**config.mk**
```make
export PLATFORM = sky130hd
export DESIGN_NAME = trim_cal_seq
export DESIGN_NICKNAME = d
export VERILOG_FILES = /design/src/rtl/trim_cal_pkg.sv /design/src/rtl/cal_settle_timer.sv /design/src/rtl/cal_trim_counter.sv /design/src/rtl/cal_code_bank.sv /design/src/rtl/trim_cal_seq.sv
export SDC_FILE = /design/constraint.sdc
export NUM_CORES = 1
export LEC_CHECK = 0
export BUFFER_PORTS_ARGS = -buffer_cell sky130_fd_sc_hd__buf_2
export CAP_MARGIN = 30
export CORE_MARGIN = 10
export CORE_UTILIZATION = 54
export CTS_CLUSTER_DIAMETER = 50
export DETAILED_ROUTE_END_ITERATION = 8
export PLACE_DENSITY_LB_ADDON = 0.05
export SLEW_MARGIN = 5
export SYNTH_ARGS = -nofsm -noshare
export SYNTH_HDL_FRONTEND = slang
export SYNTH_SLANG_ARGS = --single-unit
export TNS_END_PERCENT = 10
```
**constraint.sdc**
```tcl
create_clock -name clk -period 3.3 [get_ports clk]
set_input_delay 0.33 -clock clk [delete_from_list [all_inputs] [get_ports clk]]
set_output_delay 0.33 -clock clk [all_outputs]
set_load 0.01 [all_outputs]
```
**src/rtl/trim_cal_pkg.sv**
```systemverilog
package trim_cal_pkg;
  localparam int NUM_PASSES = 4;
  localparam int IDX_W      = 2;
  localparam logic [1:0] REF_N = 2'b11;
  localparam logic [1:0] REF_P = 2'b01;

  typedef enum logic [1:0] {
    ST_IDLE   = 2'd0,
    ST_PICK   = 2'd1,
    ST_WAIT   = 2'd2,
    ST_FINISH = 2'd3
  } seq_state_t;

  // Passes 2 and 3 run the amplifier in high-speed mode.
  function automatic logic pass_fast(input logic [IDX_W-1:0] idx);
    return idx[1];
  endfunction

  // Odd passes calibrate the P pair, even passes the N pair.
  function automatic logic [1:0] pass_ref(input logic [IDX_W-1:0] idx);
    return idx[0] ? REF_P : REF_N;
  endfunction
endpackage

```
**src/rtl/cal_settle_timer.sv**
```systemverilog
module cal_settle_timer #(
  parameter int CNT_W = 17
) (
  input  logic             clk,
  input  logic             rst_n,
  input  logic             load,
  input  logic [CNT_W-1:0] load_val,
  output logic             expired
);
  logic [CNT_W-1:0] cnt_q;

  always_ff @(posedge clk or negedge rst_n) begin
    if (!rst_n)            cnt_q <= '0;
    else if (load)         cnt_q <= load_val;
    else if (cnt_q != '0)  cnt_q <= cnt_q - 1'b1;
  end

  assign expired = (cnt_q == '0);
endmodule

```
**src/rtl/cal_trim_counter.sv**
```systemverilog
module cal_trim_counter #(
  parameter int TRIM_W = 5
) (
  input  logic              clk,
  input  logic              rst_n,
  input  logic              clear,
  input  logic              step,
  output logic [TRIM_W-1:0] trim,
  output logic              at_max
);
  always_ff @(posedge clk or negedge rst_n) begin
    if (!rst_n)     trim <= '0;
    else if (clear) trim <= '0;
    else if (step)  trim <= trim + 1'b1;
  end

  assign at_max = &trim;
endmodule

```
**src/rtl/cal_code_bank.sv**
```systemverilog
module cal_code_bank #(
  parameter int TRIM_W = 5,
  parameter int PASSES = 4,
  localparam int SEL_W = (PASSES > 1) ? $clog2(PASSES) : 1
) (
  input  logic                          clk,
  input  logic                          rst_n,
  input  logic                          wr_en,
  input  logic [SEL_W-1:0]              wr_sel,
  input  logic [TRIM_W-1:0]             wr_code,
  output logic [PASSES-1:0][TRIM_W-1:0] codes
);
  for (genvar g = 0; g < PASSES; g++) begin : g_slot
    always_ff @(posedge clk or negedge rst_n) begin
      if (!rst_n)                                   codes[g] <= '0;
      else if (wr_en && (wr_sel == SEL_W'(g)))      codes[g] <= wr_code;
    end
  end
endmodule

```
**src/rtl/trim_cal_seq.sv**
```systemverilog
module trim_cal_seq
  import trim_cal_pkg::*;
#(
  parameter int TRIM_W   = 5,
  parameter int SETTLE_W = 17
) (
  input  logic                clk,
  input  logic                rst_n,
  input  logic                start_i,
  input  logic [3:0]          skip_i,
  input  logic [SETTLE_W-1:0] settle_cycles_i,
  input  logic                cmp_i,
  output logic                cal_on_o,
  output logic                high_speed_o,
  output logic [1:0]          ref_sel_o,
  output logic                user_trim_o,
  output logic [TRIM_W-1:0]   trim_o,
  output logic                busy_o,
  output logic                done_o,
  output logic                err_o,
  output logic [TRIM_W-1:0]   norm_n_code_o,
  output logic [TRIM_W-1:0]   norm_p_code_o,
  output logic [TRIM_W-1:0]   fast_n_code_o,
  output logic [TRIM_W-1:0]   fast_p_code_o
);
  localparam int PIDX_W = IDX_W + 1;

  seq_state_t               state_q;
  logic [PIDX_W-1:0]        pass_q;
  logic [IDX_W-1:0]         pidx;
  logic                     all_passed;
  logic                     settle_done;
  logic                     at_max;
  logic                     timer_load;
  logic                     trim_clear;
  logic                     step_ev;
  logic                     pass_end;
  logic                     pass_fail;
  logic                     err_q;
  logic                     user_trim_q;
  logic [NUM_PASSES-1:0][TRIM_W-1:0] codes;

  assign pidx       = pass_q[IDX_W-1:0];
  assign all_passed = (pass_q == PIDX_W'(NUM_PASSES));

  // Named events within a waiting pass
  assign pass_end  = (state_q == ST_WAIT) && settle_done && (!cmp_i || at_max);
  assign pass_fail = pass_end && cmp_i;
  assign step_ev   = (state_q == ST_WAIT) && settle_done && cmp_i && !at_max;

  assign trim_clear = ((state_q == ST_PICK) && !all_passed && !skip_i[pidx]) || pass_end;
  assign timer_load = ((state_q == ST_PICK) && !all_passed && !skip_i[pidx]) || step_ev;

  cal_settle_timer #(.CNT_W(SETTLE_W)) i_timer (
    .clk      (clk),
    .rst_n    (rst_n),
    .load     (timer_load),
    .load_val (settle_cycles_i),
    .expired  (settle_done)
  );

  cal_trim_counter #(.TRIM_W(TRIM_W)) i_trim (
    .clk    (clk),
    .rst_n  (rst_n),
    .clear  (trim_clear),
    .step   (step_ev),
    .trim   (trim_o),
    .at_max (at_max)
  );

  cal_code_bank #(.TRIM_W(TRIM_W), .PASSES(NUM_PASSES)) i_bank (
    .clk     (clk),
    .rst_n   (rst_n),
    .wr_en   (pass_end),
    .wr_sel  (pidx),
    .wr_code (trim_o),
    .codes   (codes)
  );

  always_ff @(posedge clk or negedge rst_n) begin
    if (!rst_n) begin
      state_q     <= ST_IDLE;
      pass_q      <= '0;
      err_q       <= 1'b0;
      user_trim_q <= 1'b0;
    end else begin
      unique case (state_q)
        ST_IDLE: begin
          if (start_i) begin
            state_q     <= ST_PICK;
            pass_q      <= '0;
            err_q       <= 1'b0;
            user_trim_q <= 1'b1;
          end
        end
        ST_PICK: begin
          if (all_passed)          state_q <= ST_FINISH;
          else if (skip_i[pidx])   pass_q  <= pass_q + 1'b1;
          else                     state_q <= ST_WAIT;
        end
        ST_WAIT: begin
          if (pass_end) begin
            pass_q  <= pass_q + 1'b1;
            state_q <= ST_PICK;
            if (pass_fail) err_q <= 1'b1;
          end
        end
        ST_FINISH: state_q <= ST_IDLE;
        default:   state_q <= ST_IDLE;
      endcase
    end
  end

  assign cal_on_o      = (state_q == ST_PICK) || (state_q == ST_WAIT);
  assign busy_o        = (state_q != ST_IDLE);
  assign done_o        = (state_q == ST_FINISH);
  assign err_o         = err_q;
  assign user_trim_o   = user_trim_q;
  assign high_speed_o  = cal_on_o && pass_fast(pidx);
  assign ref_sel_o     = cal_on_o ? pass_ref(pidx) : 2'b00;
  assign norm_n_code_o = codes[0];
  assign norm_p_code_o = codes[1];
  assign fast_n_code_o = codes[2];
  assign fast_p_code_o = codes[3];
endmodule

```
### Yosys cells after proc, flatten, opt, wreduce, memory -nomap -nowiden

Cells that the tools add are included.

* register bits after elaboration: 49
* input port bits: 25
* logic and storage cells: 83

* $add $sub $neg: 3
* order comparisons: 1
* equality and inequality tests: 13
* multiplexer cells: 22
* reductions and logical operators: 34

Operators with widths (number)
* 17-bit 2-to-1 mux: 2
* 17-bit logical NOT: 1
* 17-bit nonzero test: 1
* 17-bit by 1-bit subtractor with 17-bit output (second input constant): 1
* 1-bit logical AND: 12
* 2-bit 2-to-1 mux: 6
* 3-bit 2-to-1 mux: 4
* 5-bit 2-to-1 mux: 2
* 5-bit AND reduction: 2
* 3-bit one-hot mux with 3 select lines: 1
* 2-bit equality test (second input constant): 4
* 2-bit one-hot mux with 4 select lines: 1
* 2-bit nonzero test: 4
* 2-bit inequality test (second input constant): 3
* 5-bit by 1-bit adder with 5-bit output (second input constant): 1
* 2-bit by 1-bit equality test with 1-bit output (second input constant): 2
* 1-bit logical NOT: 4
* 2-bit logical NOT: 2
* 1-bit logical OR: 4
* 1-bit 2-to-1 mux: 4
* 2-bit by 1-bit inequality test with 1-bit output (second input constant): 2
* 4-bit AND reduction: 1
* 3-bit by 1-bit adder with 3-bit output (second input constant): 1
* 3-bit equality test (second input constant): 1
* 7 further kinds: 7

### Logic depth before layout (Yosys ltp)

Gate-level depths: netlist of the first run.

* depth after elaboration: 7
* mapped depth: 9
* depth with buffers taken out: 8

### By module

A second synthesis of the first run with hierarchy kept.

* cells, all modules: 230
* area total of the unflattened synthesis: 2628.8 µm²

Modules (own cells, without submodules)
* cal_settle_timer: times used 1, cells each 109, area an instance 1033.5 µm², sequential area each 425.4 µm²
* cal_code_bank: times used 1, cells each 44, area an instance 764.5 µm², sequential area each 500.5 µm²
* trim_cal_seq: times used 1, cells each 55, area an instance 554.3 µm², sequential area each 175.2 µm²
* cal_trim_counter: times used 1, cells each 22, area an instance 276.5 µm², sequential area each 125.1 µm²

### Worst setup path before layout of the first run

Ideal clock, no wire load.

* kind: register -> register
* start: reg i_timer.cnt_q[0]
* end: reg pass_q[2]
* arrival: 2.448 ns
* data required time: 3.179 ns
* slack: 0.731 ns
* cell stages (with the launch flop): 9
* period minus slack after synthesis: 2.569 ns
* cell sequence: dfrtp_1 > inv_1 > ha_1 > or4b_1 > buf_2 > or4_4 > a2111oi_4 > o21ai_1 > a22o_1

* word-level cells in the longest chain between the ends: 5

RTL lines
* start: declaration: line cal_settle_timer.sv:10 `logic [CNT_W-1:0] cnt_q;`
* start signal: assignment: line cal_settle_timer.sv:14 `else if (load) cnt_q <= load_val;`
* start signal: assignment: line cal_settle_timer.sv:15 `else if (cnt_q != '0) cnt_q <= cnt_q - 1'b1;`
* 17-bit logical NOT: line cal_settle_timer.sv:18 `assign expired = (cnt_q == '0);`
* 1-bit logical AND (2 in series): line trim_cal_seq.sv:47 `assign pass_end = (state_q == ST_WAIT) && settle_done && (!cmp_i || at_max);`
* 2-bit by 1-bit inequality test with 1-bit output (no source line)
* 5-bit AND reduction (no source line)
* end signal: assignment: line trim_cal_seq.sv:98 `else if (skip_i[pidx]) pass_q <= pass_q + 1'b1;`
* end signal: assignment: line trim_cal_seq.sv:103 `pass_q <= pass_q + 1'b1;`
* end: declaration: line trim_cal_seq.sv:29 `logic [PIDX_W-1:0] pass_q;`

No other way between the ends.
A chain may end at the register's enable or synchronous reset.

### Worst setup path after layout of the first run

Ends and elaborated chain as after synthesis.

==> impl_metrics.json, run 1 <==
{
  "outcome": "finished, final reports clean",
  "setup-violations-final": 0,
  "cts_tree": "done",
  "min_path_cells": 3,
  "peakVddDrop_v": 0.000370,
  "grt_start_max_net_pins": 38,
  "max_freq_ghz": 0.365,
  "layout.cells.most_common_list": "buf_2 (57), dfrtp_1 (49), nand2_1 (30)",
  "cp.depth": 7,
  "worst-r2r-cell-count": 7,
  "dr.pass1.iters": 4,
  "fin_crit_ps": 2740,
  "synth.area.top_cells": "dfrtp_1 (48%), mux2_2 (9.3%), ha_1 (5.9%)",
  "cts-htree-levels": 2,
  "switching_share_pct": 39.3,
  "cp.arrival_ps": 2930,
  "synth_warnings": 0,
  "grt_setup_unrepaired": "false",
  "cts.clk_slew.worst_paths_ps": 90,
  "cp-endpoint": "pass_q[2]",
  "die_area_um2": 7870,
  "switchingPower_uw": 826,
  "io_pins": 58,
  "fin_nets": 343,
  "ant_nets": 0,
  "cp-start-kind": "flop",
  "synth.distinct_cells": 44,
  "cts_buffer_depth": 2,
  "syn_to_final_growth_pct": 18.8,
  "grt_overflow": 0,
  "combPwrFrac_pct": 41.2,
  "synth-seq-area-share_pct": 48.1,
  "synth_top_area_share_pct": 48.1,
  "final_common_cell": "buf_2",
  "synth_cells": 242,
  "crit_buf_inv": 1,
  "postCtsHoldBufs": 1,
  "power_leakage_uw": 0.00150,
  "power.density_nw_per_um2": 693,
  "fin_tns_setup_ps": 0,
  "clock_skew_ps": 11.9,
  "cap_violations": 0,
  "clk_latency_ps": 310,
  "gp_congestion": 0.797,
  "antenna_cells": 0,
  "synthesis.nets": 279,
  "cp_top_family": "simple AND/OR/NAND/NOR gates",
  "port_buffers": 57,
  "fillers": 398,
  "syn_area_per_cell_um2": 10.5,
  "clock_sinks": 49,
  "crit_chain": "inv_1 -> ha_1 -> or4b_1 -> or4_4 -> a2111oi_4 -> o21ai_1 -> a22o_1",
  "crit_required_ps": 3490,
  "dp.final_hpwl_um": 4280,
  "worstPathMaxFanout": 6,
  "r2r_start": "i_timer.cnt_q[0]",
  "initial_core_util_pct": 57.0,
  "yosys.area.top_type": "dfrtp_1",
  "synth_edf_count": 0,
  "post_drt_wl_per_cell_um": 15.6,
  "fp.dieH_um": 88.7,
  "p_clk_share_pct": 17.1,
  "hold_viol_final": 0,
  "grt_pass1_wl_um": 9450,
  "r2r-end": "pass_q[2]",
  "crit_type": "flop to flop",
  "worstMarginPinSlew_ps": 640,
  "cp-end-kind": "flop",
  "cts_setup_buffers": 0,
  "fp.dieW_um": 88.7,
  "synth_area_um2": 2550,
  "routed_wirelength_um": 5580,
  "synth_ff_type": "dfrtp_1",
  "postLayoutCellArea_um2": 3030,
  "finalMaxSlewViolations": 0,
  "grt_pass1_vias": 1972,
  "antenna_found_initial": 0,
  "grt_usage_pct": 15.1,
  "ys_ff_latch": 49,
  "drive_above_1_share_pct": 32.6,
  "holdCritPathClass": "primary input to flop",
  "cts_resized": 0,
  "cp_slowest_stage_delay_ps": 600,
  "crit_start": "i_timer.cnt_q[0]",
  "period_share_pct": 83.0,
  "first_iter_violations": 84,
  "cts_root_buf": "clkbuf_8",
  "synthArstFlopShare_pct": 100,
  "std_cell_rows": 24,
  "r2r_setup_slack_ps": 560,
  "coreArea_um2": 4470,
  "p_seq_share_pct": 41.8,
  "drc": 0,
  "intPower_uw": 1270,
  "via_per_inst": 5.38,
  "vias": 1932,
  "dpl-instance-area_um2": 2930,
  "cts_buffers": 5,
  "worst_path_max_delay_cell": "or4_4",
  "slew_headroom_pct": 57.0
}
cell usage after synthesis (3+ instances only):
cell type  count
a21oi_1       11
nor4_1         6
o21ai_0       14
xor2_1         4
o21ai_1        3
nand2b_1       3
mux2i_1        5
nor3_1         3
nor2_1        17
clkbuf_1       4
xnor2_1        6
dfrtp_1       49
inv_1          9
nand3_1        5
ha_1          12
nand2_1       30
o31ai_1        5
or4_1          3
mux2_2        21
power groups by stage:
stage	clock network (uW)	registers, uW	logic, uW
floorplan	0	854	672
global placement	0	880	850
detailed placement	0	887	868
CTS	372	875	875
global route	400	900	996
finish	358	878	865
routing by layer:
| metal | vias up | track usage (%) | share of wire [%] |
|---|---|---|---|
| met5 | - | 0 | 0 |
| li1 | 989 | - | - |
| met1 | 891 | 19.1 | 46 |
| met4 | 0 | 3.96 | 0.72 |
| met2 | 47 | 24.7 | 47 |
| met3 | 5 | 4.14 | 5.9 |
worst min-delay path: cells and delay by family:
kind / cells / cell delay, ps
compound gates: 1 / 50
buf+inv: 1 / 70
simple gates: 1 / 40
state kept, by name, indices dropped and copies added, names as in the netlist:
name           count
i_timer.cnt_q     17
state_q            2
err_o              1
i_bank.codes      20
i_trim.trim        5
pass_q             3
user_trim_o        1
worst min-delay path by stage:
stage / slack (ps) / start / end
floorplan: 30 / rst_n / err_o
finish: 220 / settle_cycles_i[2] / i_timer.cnt_q[2]
detailed placement: 250 / rst_n / i_bank.codes[16]
global route: 210 / settle_cycles_i[2] / i_timer.cnt_q[2]
CTS: 210 / settle_cycles_i[8] / i_timer.cnt_q[8]
global placement: 430 / user_trim_o / user_trim_o
final cells by class:
type | count | area, um^2 | share of cell area, %
well taps | 52 | 65.1 | 2.15
multi-input cells | 177 | 1260 | 41.7
clock inverters | 3 | 21.3 | 0.702
repair buffers | 64 | 353 | 11.6
clock buffers | 5 | 68.8 | 2.27
inverters | 9 | 33.8 | 1.11
flip-flops and latches | 49 | 1230 | 40.5
through the flow:
| step | hold WS (ps) | total power (uW) | util (%) | std cells | worst slack, ps |
|---|---|---|---|---|---|
| 6_report | 221 | 2100 | 67.7 | 359 | 560 |
| 5_1_grt | 209 | 2300 | 67.7 | 359 | 384 |
| 4_1_cts | 211 | 2120 | 67.7 | 359 | 554 |
| 3_5_place_dp | 251 | 1750 | 65.5 | 350 | 587 |
| 3_3_place_gp | 433 | 1730 | 65.0 | 349 | 657 |
| 2_1_floorplan | 34.4 | 1530 | - | 242 | 731 |
logic make-up after synthesis:
group                    Yosys count  synth area share (%)
AND/OR/NAND/NOR                   86                  17.4
flip-flops                        49                  48.1
AO/OA/AOI/OAI                     42                  10.5
multiplexers                      27                  12.1
buffers and inverters             16                  2.60
adder cells (fa/ha/maj)           12                  5.89
XOR/XNOR                          10                  3.43
Note: power is estimated with default switching activity, not from simulation.
==> run 2, diff against run 1 <==
==> constraint.sdc (replaced) <==
create_clock -name clk -period 2.74 [get_ports clk]
set_input_delay 0.274 -clock clk [delete_from_list [all_inputs] [get_ports clk]]
set_output_delay 0.274 -clock clk [all_outputs]
set_load 0.01 [all_outputs]
==> impl_metrics.json, run 2 (synthesis gave the netlist of run 1 again) <==
{
  "setup-violations-final": 0,
  "period_share_pct": 92.6,
  "cts_tree": "done",
  "max_freq_ghz": 0.394,
  "drive_above_1_share_pct": 34.1,
  "cp-endpoint": "pass_q[1]",
  "cp.arrival_ps": 2780,
  "cts.clk_slew.worst_paths_ps": 100,
  "ant_nets": 0,
  "dr.pass1.iters": 4,
  "fin_crit_ps": 2540,
  "first_iter_violations": 70,
  "grt_setup_unrepaired": "false",
  "r2r-end": "pass_q[1]",
  "coreArea_um2": 4470,
  "crit_chain": "inv_1 -> ha_1 -> or4b_4 -> or4_4 -> a2111oi_4 -> buf_4 -> nand3_1 -> o21ai_1",
  "fin_nets": 347,
  "final_common_cell": "buf_2",
  "fp.dieW_um": 88.7,
  "fillers": 390,
  "hold_viol_final": 0,
  "io_pins": 58,
  "clk_latency_ps": 310,
  "dp.final_hpwl_um": 4360,
  "cp-end-kind": "flop",
  "cap_violations": 0,
  "cp_slowest_stage_delay_ps": 580,
  "via_per_inst": 5.57,
  "grt_pass1_vias": 2101,
  "antenna_found_initial": 0,
  "syn_to_final_growth_pct": 21.5,
  "cts_root_buf": "clkbuf_8",
  "port_buffers": 57,
  "fin_tns_setup_ps": 0,
  "vias": 2023,
  "hold_slack_ps": 161,
  "regMostFlops": "i_bank.codes",
  "grt_pass1_wl_um": 9920,
  "grt_overflow": 0,
  "grt_start_max_net_pins": 34,
  "cts_buffers": 5,
  "worst_path_max_delay_cell": "or4_4",
  "r2r_setup_slack_ps": 200,
  "crit_buf_inv": 2,
  "crit_start": "i_timer.cnt_q[0]",
  "grt_usage_pct": 15.9,
  "drc": 0,
  "clock_skew_ps": 12.8,
  "post_drt_wl_per_cell_um": 16.1,
  "cts-htree-levels": 2,
  "slew_headroom_pct": 63.3,
  "holdCritPathClass": "primary input to flop",
  "die_area_um2": 7870,
  "layout.cells.most_common_list": "buf_2 (57), dfrtp_1 (49), nand2_1 (30)",
  "initial_core_util_pct": 57.0,
  "worstHoldStart": "settle_cycles_i[6]",
  "std_cell_rows": 24,
  "worstMarginPinSlew_ps": 546,
  "largest_register_ffs": 20,
  "fp.dieH_um": 88.7,
  "finalMaxSlewViolations": 0,
  "worstPathMaxFanout": 6,
  "cp_top_family": "simple AND/OR/NAND/NOR gates",
  "cts_setup_buffers": 0,
  "crit_type": "flop to flop",
  "cp-start-kind": "flop",
  "peakVddDrop_v": 0.000503,
  "worst-r2r-cell-count": 8,
  "cts_buffer_depth": 2,
  "clock_sinks": 49,
  "outcome": "finished, final reports clean",
  "r2r_start": "i_timer.cnt_q[0]",
  "power_leakage_uw": 0.00154,
  "cp.depth": 8,
  "reg.largest.list": "i_bank.codes x20, i_timer.cnt_q x17, i_trim.trim x5",
  "routed_wirelength_um": 5850,
  "antenna_cells": 0,
  "power.density_nw_per_um2": 874,
  "crit_required_ps": 2980,
  "gp_congestion": 0.806
}
-- run 2: cell count changes in the layout (fill, tap and decap cells not counted) --
cell,delta
buf_4,+4
inv_8,+1
or4b_4,+1
inv_6,-1
clkinvlp_4,-1
or4b_1,-1
bufinv_16,+1
nor4_1,-1
clkinv_4,+1
nor4_2,+1
clkinv_2,-1
-- run 2: final cells by class --
cell class	instances	area [um^2]	share of cell area, %
well taps	52	65.1	2.10
inverters	9	33.8	1.09
clock inverters	3	50.0	1.61
flip-flops and latches	49	1230	39.6
repair buffers	68	383	12.4
multi-input cells	177	1270	41.1
clock buffers	5	68.8	2.22
-- run 2: per-layer routing --
metal	track usage, %	up-vias	wire length (um)
met5	0	-	0
met4	5.58	0	83
met3	3.68	10	297
met2	26.9	44	2880
met1	19.4	974	2590
li1	-	995	-
-- run 2: worst min path at each step --
stage / endpoint / slack (ps) / depth (start not counted)
global route: i_timer.cnt_q[15] / 170 / 3
finish: i_timer.cnt_q[6] / 160 / 3
CTS: i_timer.cnt_q[8] / 160 / 3
detailed placement: i_bank.codes[16] / 230 / 1
floorplan: err_o / -20 / 0
global placement: user_trim_o / 430 / 1
-- run 2: repair_timing --
action                                 4_1_cts  5_1_grt
endpoints found under the hold margin       16        0
setup endpoints to repair                    0       23
hold buffers                                 1        0
resized for setup                            0        2
-- run 2: tightest hold or removal path: stages --
cell     delay [ps]
buf_2            70
nand2_1          30
o21ai_0          50
-- run 2: power by group --
part	total, uW	switching [uW]	leakage [uW]	internal, uW
Sequential	1060	173	0.000643	890
Clock	543	263	0.0000603	280
Combinational	1100	601	0.000837	502
Total	2710	1040	0.00154	1670
-- run 2: stage by stage --
step	utilization [%]	instances	worst slack (ps)	cell area (um^2)	power [uW]
2_1_floorplan	-	242	171	2550	1840
3_3_place_gp	65.7	353	220	2940	2130
3_5_place_dp	66.2	354	165	2960	2170
4_1_cts	69.0	363	144	3090	2720
5_1_grt	69.3	363	55.9	3100	2950
6_report	69.3	363	203	3100	2710
